### src/rtl/cbc_pkg.sv
package cbc_pkg;

    localparam int unsigned REQ_W = 7;
    localparam int unsigned RAM_W = 2;
    localparam int unsigned LOW_W = 5;

    typedef enum logic [1:0] {
        REG_NONE,
        REG_LOW,
        REG_HIGH,
        REG_MODE
    } cbc_reg_e;

    typedef struct packed {
        logic [REQ_W-1:0] rom;
        logic [RAM_W-1:0] ram;
        logic             mode;
        logic             bad;
    } cbc_state_t;

endpackage

### src/rtl/cbc_decode.sv
module cbc_decode
    import cbc_pkg::*;
#(
    parameter int unsigned ADDR_W = 16
) (
    input  logic              wr_en,
    input  logic [ADDR_W-1:0] addr,
    output cbc_reg_e          sel
);

    localparam int unsigned TOP = ADDR_W - 1;

    logic [2:0] region;
    logic       unused_low_addr;

    assign region          = addr[TOP -: 3];
    assign unused_low_addr = ^addr[TOP-3:0];

    always_comb begin
        sel = REG_NONE;
        if (wr_en) begin
            case (region)
                3'b001:  sel = REG_LOW;
                3'b010:  sel = REG_HIGH;
                3'b011:  sel = REG_MODE;
                default: sel = REG_NONE;
            endcase
        end
    end

endmodule

### src/rtl/cbc_wrap.sv
module cbc_wrap
    import cbc_pkg::*;
#(
    parameter int unsigned NUM_BANKS = 128
) (
    input  logic [REQ_W-1:0] req,
    output logic [REQ_W-1:0] eff,
    output logic             over
);

    localparam int unsigned MAX_REQ = 1 << REQ_W;
    localparam int unsigned MASK_I  = (NUM_BANKS >= MAX_REQ) ? (MAX_REQ - 1) : (NUM_BANKS - 1);
    localparam logic [REQ_W-1:0] MASK = MASK_I[REQ_W-1:0];

    assign eff  = req & MASK;
    assign over = (32'(req) >= NUM_BANKS);

endmodule

### src/rtl/cart_bank_ctrl.sv
module cart_bank_ctrl
    import cbc_pkg::*;
#(
    parameter int unsigned ROM_KIB = 2048,
    parameter int unsigned ADDR_W  = 16,
    parameter int unsigned DATA_W  = 8
) (
    input  logic              clk,
    input  logic              rst_n,
    input  logic              wr_en,
    input  logic [ADDR_W-1:0] addr,
    input  logic [DATA_W-1:0] wdata,
    output logic [REQ_W-1:0]  rom_bank,
    output logic [RAM_W-1:0]  ram_bank,
    output logic              mode,
    output logic              bank_bad
);

    localparam int unsigned BANK_KIB  = 16;
    localparam int unsigned NUM_BANKS = ROM_KIB / BANK_KIB;

    generate
        if (ROM_KIB < 32 || (ROM_KIB & (ROM_KIB - 1)) != 0) begin : g_bad_size
            $error("ROM_KIB must be a power of two of at least 32");
        end
    endgenerate

    cbc_state_t       state_q, state_d;
    cbc_reg_e         sel;
    logic [REQ_W-1:0] req, eff;
    logic             upd, over;
    logic             unused_data;

    assign unused_data = ^wdata[DATA_W-1:LOW_W];

    cbc_decode #(.ADDR_W(ADDR_W)) u_decode (
        .wr_en (wr_en),
        .addr  (addr),
        .sel   (sel)
    );

    cbc_wrap #(.NUM_BANKS(NUM_BANKS)) u_wrap (
        .req  (req),
        .eff  (eff),
        .over (over)
    );

    // Requested bank from the register being written
    always_comb begin
        req = state_q.rom;
        upd = 1'b0;
        case (sel)
            REG_LOW: begin
                req = {state_q.rom[REQ_W-1:LOW_W], wdata[LOW_W-1:0]};
                upd = 1'b1;
            end
            REG_HIGH: begin
                if (!state_q.mode) begin
                    req = {wdata[RAM_W-1:0], state_q.rom[LOW_W-1:0]};
                    upd = 1'b1;
                end
            end
            REG_MODE: begin
                if (wdata[0]) begin
                    req = {{(REQ_W-LOW_W){1'b0}}, state_q.rom[LOW_W-1:0]};
                    upd = 1'b1;
                end
            end
            default: ;
        endcase
    end

    // Next state
    always_comb begin
        state_d     = state_q;
        state_d.bad = 1'b0;
        if (upd) begin
            state_d.rom = eff;
            state_d.bad = over;
        end
        case (sel)
            REG_HIGH: begin
                if (state_q.mode) state_d.ram = wdata[RAM_W-1:0];
            end
            REG_MODE: begin
                state_d.mode = wdata[0];
                if (!wdata[0]) state_d.ram = '0;
            end
            default: ;
        endcase
    end

    always_ff @(posedge clk) begin
        if (!rst_n) begin
            state_q.rom  <= REQ_W'(1);
            state_q.ram  <= '0;
            state_q.mode <= 1'b0;
            state_q.bad  <= 1'b0;
        end else begin
            state_q <= state_d;
        end
    end

    assign rom_bank = state_q.rom;
    assign ram_bank = state_q.ram;
    assign mode     = state_q.mode;
    assign bank_bad = state_q.bad;

    // Checks
    assert_bank_in_range_R8: assert property (@(posedge clk) disable iff (!rst_n)
        32'(rom_bank) < NUM_BANKS);

    assert_idle_hold_R10: assert property (@(posedge clk) disable iff (!rst_n)
        !wr_en |=> ($stable(rom_bank) && $stable(ram_bank) && $stable(mode) && !bank_bad));

    assert_high_keeps_ram_R3: assert property (@(posedge clk) disable iff (!rst_n)
        (sel == REG_HIGH && !mode) |=> $stable(ram_bank));

    assert_high_keeps_rom_R4: assert property (@(posedge clk) disable iff (!rst_n)
        (sel == REG_HIGH && mode) |=> ($stable(rom_bank) && !bank_bad));

    assert_mode_follows_R5: assert property (@(posedge clk) disable iff (!rst_n)
        (sel == REG_MODE) |=> (mode == $past(wdata[0])));

    assert_mode0_clears_ram_R7: assert property (@(posedge clk) disable iff (!rst_n)
        (sel == REG_MODE && !wdata[0]) |=> (ram_bank == '0 && $stable(rom_bank)));

endmodule

### config.mk
export PLATFORM = sky130hd
export DESIGN_NAME = cart_bank_ctrl
export DESIGN_NICKNAME = d
export VERILOG_FILES = /design/src/rtl/cbc_pkg.sv /design/src/rtl/cbc_decode.sv /design/src/rtl/cbc_wrap.sv /design/src/rtl/cart_bank_ctrl.sv
export SDC_FILE = /design/constraint.sdc
export NUM_CORES = 1
export LEC_CHECK = 0
export ABC_AREA = 1
export BUFFER_PORTS_ARGS = -buffer_cell sky130_fd_sc_hd__buf_2
export CAP_MARGIN = 20
export CORE_AREA = 2 2 39 41
export CTS_BUF_LIST = sky130_fd_sc_hd__clkbuf_2 sky130_fd_sc_hd__clkbuf_4 sky130_fd_sc_hd__clkbuf_8
export CTS_CLUSTER_DIAMETER = 40
export DETAILED_ROUTE_END_ITERATION = 10
export DIE_AREA = 0 0 41 43
export PLACE_DENSITY = 0.71
export SLEW_MARGIN = 20
export SYNTH_ARGS = -nofsm -noshare
export SYNTH_HDL_FRONTEND = slang
export SYNTH_SLANG_ARGS = --single-unit
### constraint.sdc
create_clock -name clk -period 1 [get_ports clk]
set_clock_uncertainty 0.1 [all_clocks]
set_input_delay 0.15 -clock clk [delete_from_list [all_inputs] [get_ports clk]]
set_output_delay 0.15 -clock clk [all_outputs]
set_load 0.005 [all_outputs]
After elaboration in Yosys (flattened, before gate mapping)
Cells that the tools add are included.
{"block": "totals", "register_bits": 11, "inputBits": 27, "output_inout_bits": 11, "wordCells": 33}
{"block": "classes", "n_eq_ne": 10, "muxes": 11, "bitwise": 3, "reduce_logical": 4}
{"operator": "$pmux 7 s3", "n": 1}
{"operator": "$mux 7", "n": 2}
{"operator": "$ne 2x2->1 const B", "n": 4}
{"operator": "$eq 3x2->1 const B", "n": 2}
{"operator": "$mux 2", "n": 3}
{"operator": "$pmux 2 s3", "n": 1}
{"operator": "$reduce_and 5->1", "n": 1}
{"operator": "$eq 2x2->1 const B", "n": 2}
{"operator": "$pmux 2 s2", "n": 1}
{"operator": "$reduce_and 4->1", "n": 1}
{"operator": "$eq 3x1->1 const B", "n": 1}
{"operator": "$not 1->1", "n": 3}
{"operator": "$pmux 1 s3", "n": 1}
{"operator": "$reduce_and 3->1", "n": 1}
{"operator": "$eq 2x1->1 const B", "n": 1}
{"operator": "$mux 1", "n": 2}
{"operator": "$reduce_bool 2->1", "n": 1}

Longest topological paths before layout
Gate-level depths: netlist (run 1).
{"block": "depth", "ltp_word": 6, "mapped_depth": 7, "depth_no_buf": 7}

Hierarchy
A second synthesis (run 1) with hierarchy kept.
{"block": "unflattened", "cells_unflattened": 104, "hier_area_um2": 681.9}
{"mod": "cart_bank_ctrl", "n_inst": 1, "cells_each": 91, "area_each_um2": 603.1, "seq_area_each_um2": 220.2}
{"mod": "cbc_wrap", "n_inst": 1, "cells_each": 9, "area_each_um2": 63.8, "seq_area_each_um2": 0.0}
{"mod": "cbc_decode", "n_inst": 1, "cells_each": 4, "area_each_um2": 15.0, "seq_area_each_um2": 0.0}

Least setup slack after synthesis (run 1)
No wires, ideal clock.
{"block": "synth_timing", "path_type": "register to register", "startpoint": "register mode (netlist name)", "endpoint": "register state_q, in the netlist rom_bank[6]", "setup_time_ps": 115, "arrival_time_ps": 677, "required_time_ps": 785, "setup_slack_ps": 108, "stages_incl_launch_ff": 6, "n_path_buf": 0, "synth_period_minus_slack_ps": 892, "path_cell_list": "dfxtp_1 > inv_1 > nand2_2 > nand3b_1 > nand2_1 > nor2_1"}
{"block": "synth_between", "elab_chain_cells": 3, "elab_cells_between_ends": 4, "classes_between": "1 x eq/ne; 2 x mux; 1 x reduce/logical"}
{"element": "$mux 1", "line": "cart_bank_ctrl.sv:58", "text": "if (!state_q.mode) begin"}
{"element": "$pmux 1 s3", "line": "cart_bank_ctrl.sv:52", "text": "case (sel)"}
{"element": "$reduce_and 5->1 (no source line) (*)"}
{"element": "end signal: assignment", "line": "cart_bank_ctrl.sv:100", "text": "state_q <= state_d;"}
{"element": "end: declaration", "line": "cart_bank_ctrl.sv:28", "text": "cbc_state_t state_q, state_d;"}
Every way passes the cells marked *; elsewhere a longest branch is shown, timed or not.
A chain may end at the register's enable or synchronous reset.

Final worst setup path (run 1)
{"block": "layout_timing", "startpoint": "register mode (netlist name)", "endpoint": "output mode"}
{"element": "end: declaration", "line": "cart_bank_ctrl.sv:15", "text": "output logic mode,"}
No word-level cell between the ends.

==> flow_metrics.py, run 1 <==
metrics = {
    "global_routing": {
        "grt_pass1_vias": 342,
        "grt_pass1_wl_mm": 1.32,
        "grt_util_met3": 0.105,
        "top_usage_layer": "met2",
        "overflow": 0,
        "grt_use_total": 0.117,
        "grt_max_degree": 8,
        "antenna_found_initial": 0,
        "grt.met1_usage": 0.130,
        "grt_use_met2": 0.156,
    },
    "timing": {
        "fin_ws_ps": 29.1,
        "clock.fmax_ghz": 1.03,
        "finalSetupViolCount": 0,
        "drv_slew": 0,
        "finalCritPeriodShare": 0.971,
        "period_needed_ps": 971,
        "hold_viol_final": 0,
        "rsz0062_at_grt": "yes",
    },
    "finish": {
        "fin_util": 0.419,
        "drive_above_1_share": 0.432,
        "fill_cells": 152,
        "final_cell_mix": "20 x buf_2, 9 x nor2_1",
        "layout.cells.most_common": "buf_2",
        "layout.nets": 110,
        "layout.cells.non_filler": 97,
        "stdcell_area_sq_um": 579,
        "antenna_cells": 0,
        "area_growth_syn_to_layout_pct": 31.9,
    },
    "synth": {
        "synth_edf_count": 0,
        "syn_area_per_cell_sq_um": 7.44,
        "ys.flop_type": "dfxtp_1",
        "ys_warn_count": 0,
        "netlist_area_sq_um": 439,
        "synth_top_area_frac": 0.456,
        "yosysSeqAreaShare": 0.456,
        "synth-seq-cells": 10,
        "synth_top_cell_by_area": "dfxtp_1",
        "synthTopCellsByArea": "dfxtp_1 46%, nor2_1 7.7%, a21oi_1 6.8%, nand3_1 6.8%, inv_1 5.1%",
        "syn_inst": 59,
        "synth.net_count": 86,
        "ys_types": 18,
        "ys_async_sr_fraction": 0,
    },
    "critical_path": {
        "crit_family": "flip-flops",
        "cp_data_required_time_ps": 750,
        "path_max_fanout": 5,
        "critPathMaxStageDelay_ps": 350,
        "crit_chain": "buf_2",
        "critPathCaptureType": "output pin",
        "critPathSlowestCell": "dfxtp_2",
        "crit_arrival_ps": 720,
        "rr_worst_depth": 4,
        "crit_type": "reg -> out",
        "path_depth": 1,
        "worst_setup_path_start_kind": "flip-flop",
        "crit_buf_inv": 1,
    },
    "cts": {
        "cts_sinks": 10,
        "clock_latency_ps": 260,
        "numCtsBuffers": 3,
        "post-cts-setup-buffer-count": 0,
        "clock_path_buffers": 2,
        "cts.clk_slew.worst_paths_ps": 60,
        "cts.htree.levels": 1,
        "cts_tree": "done",
        "cts-root-buf": "clkbuf_4",
        "cts_hold_buf": 0,
    },
    "detailed_routing": {
        "drcViolationCount": 0,
        "viasPerCell": 4.49,
        "wirelength_microns": 916,
        "drt_iter0_markers": 7,
        "wl_per_cell_microns": 9.44,
        "dr_total_vias": 436,
        "drtPass1Iterations": 2,
        "ant_nets": 0,
    },
    "floorplan": {
        "die_area_sq_um": 1760,
        "die_h_microns": 43,
        "placementRows": 14,
        "coreArea_sq_um": 1380,
        "initial_utilization": 0.317,
        "dieWidth_microns": 41,
        "ios": 38,
    },
    "place": {
        "dp.cells": 94,
        "dp_hpwl_microns": 712,
        "post-place-ws_ps": -89.0,
        "dpl-instance-area_sq_um": 552,
        "gp_congestion": 0.790,
        "numPortBuffers": 20,
    },
    "power_and_ir_drop": {
        "irDropWorstVdd_uv": 600,
        "switching_power_uw": 183,
        "seq_power_share": 0.540,
        "switching_share": 0.238,
        "power.density_nw_per_um2": 1330,
        "pwr-share-clk": 0.348,
        "p_comb_frac": 0.112,
        "p_int_uw": 587,
        "power_leakage_nw": 0.287,
    },
    "worst_hold_path": {
        "hold_path_class": "in -> reg",
        "holdPathStages": 3,
    },
    "outcome": {
        "status": "finished, final reports clean",
    },
    "run": {
        "drv_cap": 0,
    },
}
[sequential cells by signal, summed over array words and instances (netlist names)]
name and flops:
mode 1, ram_bank 2, rom_bank 7
[cell families after synthesis]
| kind of cell | share of synthesized area |
|---|---|
| simple gates | 0.308 |
| other cells | 0.00854 |
| compound gates | 0.142 |
| buf+inv | 0.0855 |
| flops | 0.456 |
[routing by layer]
layer	part of all wire	wire, microns
met5	0	0
met4	0.012	11
met3	0.13	119
met2	0.40	362
met1	0.46	422
[power groups by stage]
stage	logic [mW]	clock network [mW]	registers, mW
after floorplan	0.0433	0	0.426
after global placement	0.0846	0	0.424
after detailed placement	0.0861	0	0.424
after CTS	0.0866	0.286	0.415
after global routing	0.0967	0.308	0.417
final	0.0863	0.268	0.416
[per-stage QoR]
| stage | hold WS [ps] | power [mW] | setup TNS, ps |
|---|---|---|---|
| after CTS | 28.8 | 0.788 | 0 |
| after detailed placement | 309 | 0.510 | -154 |
| after global routing | 25.4 | 0.822 | -31.1 |
| after global placement | 305 | 0.508 | -120 |
| final | 33.0 | 0.770 | 0 |
| after floorplan | 149 | 0.469 | 0 |
[final timing paths]
check                 to  slack (ps)         from
max                 mode          30         mode
min          rom_bank[2]          30     wdata[2]
max reg2reg  rom_bank[6]         100         mode
min reg2reg  rom_bank[0]         370  rom_bank[0]
[what timing repair did]
action                                  CTS  global route
hold endpoints to repair                  0             0
gates resized for setup                   1             3
endpoints found under the setup margin    1             4
pin swaps                                 0             0
[area by class of cell]
class,count,area [sq um],share of cell area
multi-input combinational,40,201,0.348
timing repair buffer,20,100,0.173
sequential,10,205,0.354
clock buffer,3,22.5,0.0389
inverter,8,30.0,0.0518
tap,16,20.0,0.0346
[cell usage after synthesis (2+ instances only)]
cell,number
a21oi_1,6
dfxtp_1,10
inv_1,6
inv_2,2
nand2_1,3
nand2_2,3
nand3_1,6
nor2_1,9
nor2_2,2
o21ai_0,4
Power figures use the tool's default switching activity.
==> inputs of run 2 (changes only) <==
--- a/config.mk
+++ b/config.mk
@@ -13,6 +13,9 @@
 export CTS_CLUSTER_DIAMETER = 40
 export DETAILED_ROUTE_END_ITERATION = 10
 export DIE_AREA = 0 0 41 43
+export GPL_TIMING_DRIVEN = 1
+export HOLD_SLACK_MARGIN = 0.08
+export MAX_ROUTING_LAYER = met4
 export PLACE_DENSITY = 0.71
 export SLEW_MARGIN = 20
 export SYNTH_ARGS = -nofsm -noshare
==> flow_metrics.py, run 2 (synthesized netlist as in run 1, its figures left out) <==
metrics = {
    "run": {
        "drv_cap": 0,
    },
    "power_and_ir_drop": {
        "power.density_nw_per_um2": 1240,
        "irDropWorstVdd_uv": 603,
        "power_leakage_nw": 0.309,
    },
    "place": {
        "dp_hpwl_microns": 712,
        "numPortBuffers": 20,
        "post-place-ws_ps": -89.0,
        "gp_congestion": 0.801,
    },
    "timing": {
        "drv_slew": 0,
        "hold_viol_final": 0,
        "period_needed_ps": 973,
        "whs_ps": 93.6,
        "clock.fmax_ghz": 1.03,
        "finalSetupViolCount": 0,
        "fin_ws_ps": 26.9,
        "finalCritPeriodShare": 0.973,
        "rsz0062_at_grt": "yes",
    },
    "cts": {
        "cts_sinks": 10,
        "cts.htree.levels": 1,
        "cts-root-buf": "clkbuf_4",
        "clock_latency_ps": 260,
        "cts.clk_slew.worst_paths_ps": 60,
        "cts_tree": "done",
        "numCtsBuffers": 3,
        "clock_path_buffers": 2,
    },
    "floorplan": {
        "initial_utilization": 0.317,
        "die_h_microns": 43,
        "ios": 38,
        "placementRows": 14,
        "dieWidth_microns": 41,
        "die_area_sq_um": 1760,
        "coreArea_sq_um": 1380,
    },
    "critical_path": {
        "critPathSlowestCell": "dfxtp_2",
        "critPathMaxStageDelay_ps": 350,
        "crit_family": "flip-flops",
        "cp_data_required_time_ps": 750,
        "critPathLaunch": "mode",
        "worst_setup_path_start_kind": "flip-flop",
        "crit_buf_inv": 1,
        "path_max_fanout": 5,
        "crit_end": "mode",
        "reg2reg_to": "rom_bank[6]",
        "crit_type": "reg -> out",
        "r2r_slack_ps": 100,
        "rr_worst_depth": 4,
        "path_depth": 1,
        "critPathCaptureType": "output pin",
        "crit_arrival_ps": 720,
        "r2r_start": "mode",
        "crit_chain": "buf_2",
    },
    "global_routing": {
        "overflow": 0,
        "grt_use_total": 0.131,
        "grt_pass1_wl_mm": 1.44,
        "antenna_found_initial": 0,
        "grt_pass1_vias": 377,
        "grt_max_degree": 8,
    },
    "detailed_routing": {
        "drt_iter0_markers": 4,
        "drcViolationCount": 0,
        "viasPerCell": 4.47,
        "wl_per_cell_microns": 9.75,
        "wirelength_microns": 995,
        "ant_nets": 0,
        "drtPass1Iterations": 2,
        "dr_total_vias": 456,
    },
    "finish": {
        "largest_register_ffs": 7,
        "final_cell_mix": "18 x buf_2, 9 x nor2_1",
        "antenna_cells": 0,
        "layout.nets": 115,
        "drive_above_1_share": 0.407,
        "fill_cells": 143,
        "multiInputGateArea_sq_um": 201,
        "fin_util": 0.461,
        "area_growth_syn_to_layout_pct": 45.3,
        "register_area_sq_um": 205,
        "layout.cells.most_common": "buf_2",
    },
    "worst_hold_path": {
        "hp-start": "wdata[0]",
        "hold_path_class": "in -> reg",
    },
    "outcome": {
        "status": "finished, final reports clean",
    },
}
## run 2: cell types whose count changed in the layout (fill, tap and decap cells not counted), sizes merged
cell / change
dlygate4sd3: +5
## run 2: layer usage
metal / wire [microns] / part of all wire / GRT usage
met3: 119 / 0.12 / 0.105
met4: 10 / 0.010 / 0.0400
met5: 0 / 0 / -
met1: 422 / 0.42 / 0.134
met2: 442 / 0.44 / 0.188
## run 2: worst min path at each step
stage / to / slack, ps / cells after the start
5_1_grt: rom_bank[5] / 90 / 3
3_3_place_gp: rom_bank[3] / 310 / 3
3_5_place_dp: rom_bank[2] / 310 / 3
6_report: rom_bank[5] / 90 / 3
2_1_floorplan: rom_bank[0] / 150 / 1
4_1_cts: rom_bank[5] / 90 / 3
## run 2: final cells by class
class | count | area share
sequential | 10 | 0.322
multi-input combinational | 40 | 0.316
timing repair buffer | 25 | 0.249
inverter | 8 | 0.0471
clock buffer | 3 | 0.0353
tap | 16 | 0.0314
## run 2: tightest hold or removal path: cells and delay by family
family | cells | cell delay [ps]
AO/OA/AOI/OAI | 1 | 60
buffers and inverters | 1 | 120
AND/OR/NAND/NOR | 1 | 80
## run 2: through the flow
step	TNS [ps]	instance area [sq um]	std cells	power (mW)
4_1_cts	0	626	102	0.802
2_1_floorplan	0	439	59	0.469
6_report	0	638	102	0.790
3_5_place_dp	-154	552	94	0.510
5_1_grt	-31.1	638	102	0.842
3_3_place_gp	-120	552	94	0.508
## run 2: timing repair
| action | CTS | global route |
|---|---|---|
| resized for setup | 1 | 5 |
| hold endpoints to repair | 6 | 0 |
| setup buffers | 0 | 0 |
| hold buffers | 5 | 0 |
| setup endpoints to repair | 1 | 7 |
## run 2: report_power, final
part | total [mW] | internal, mW | switching, mW | leakage [nW]
logic | 0.104 | 0.0529 | 0.0513 | 0.212
registers | 0.416 | 0.411 | 0.00550 | 0.0831
clock network | 0.270 | 0.139 | 0.131 | 0.0138
total | 0.790 | 0.602 | 0.188 | 0.309
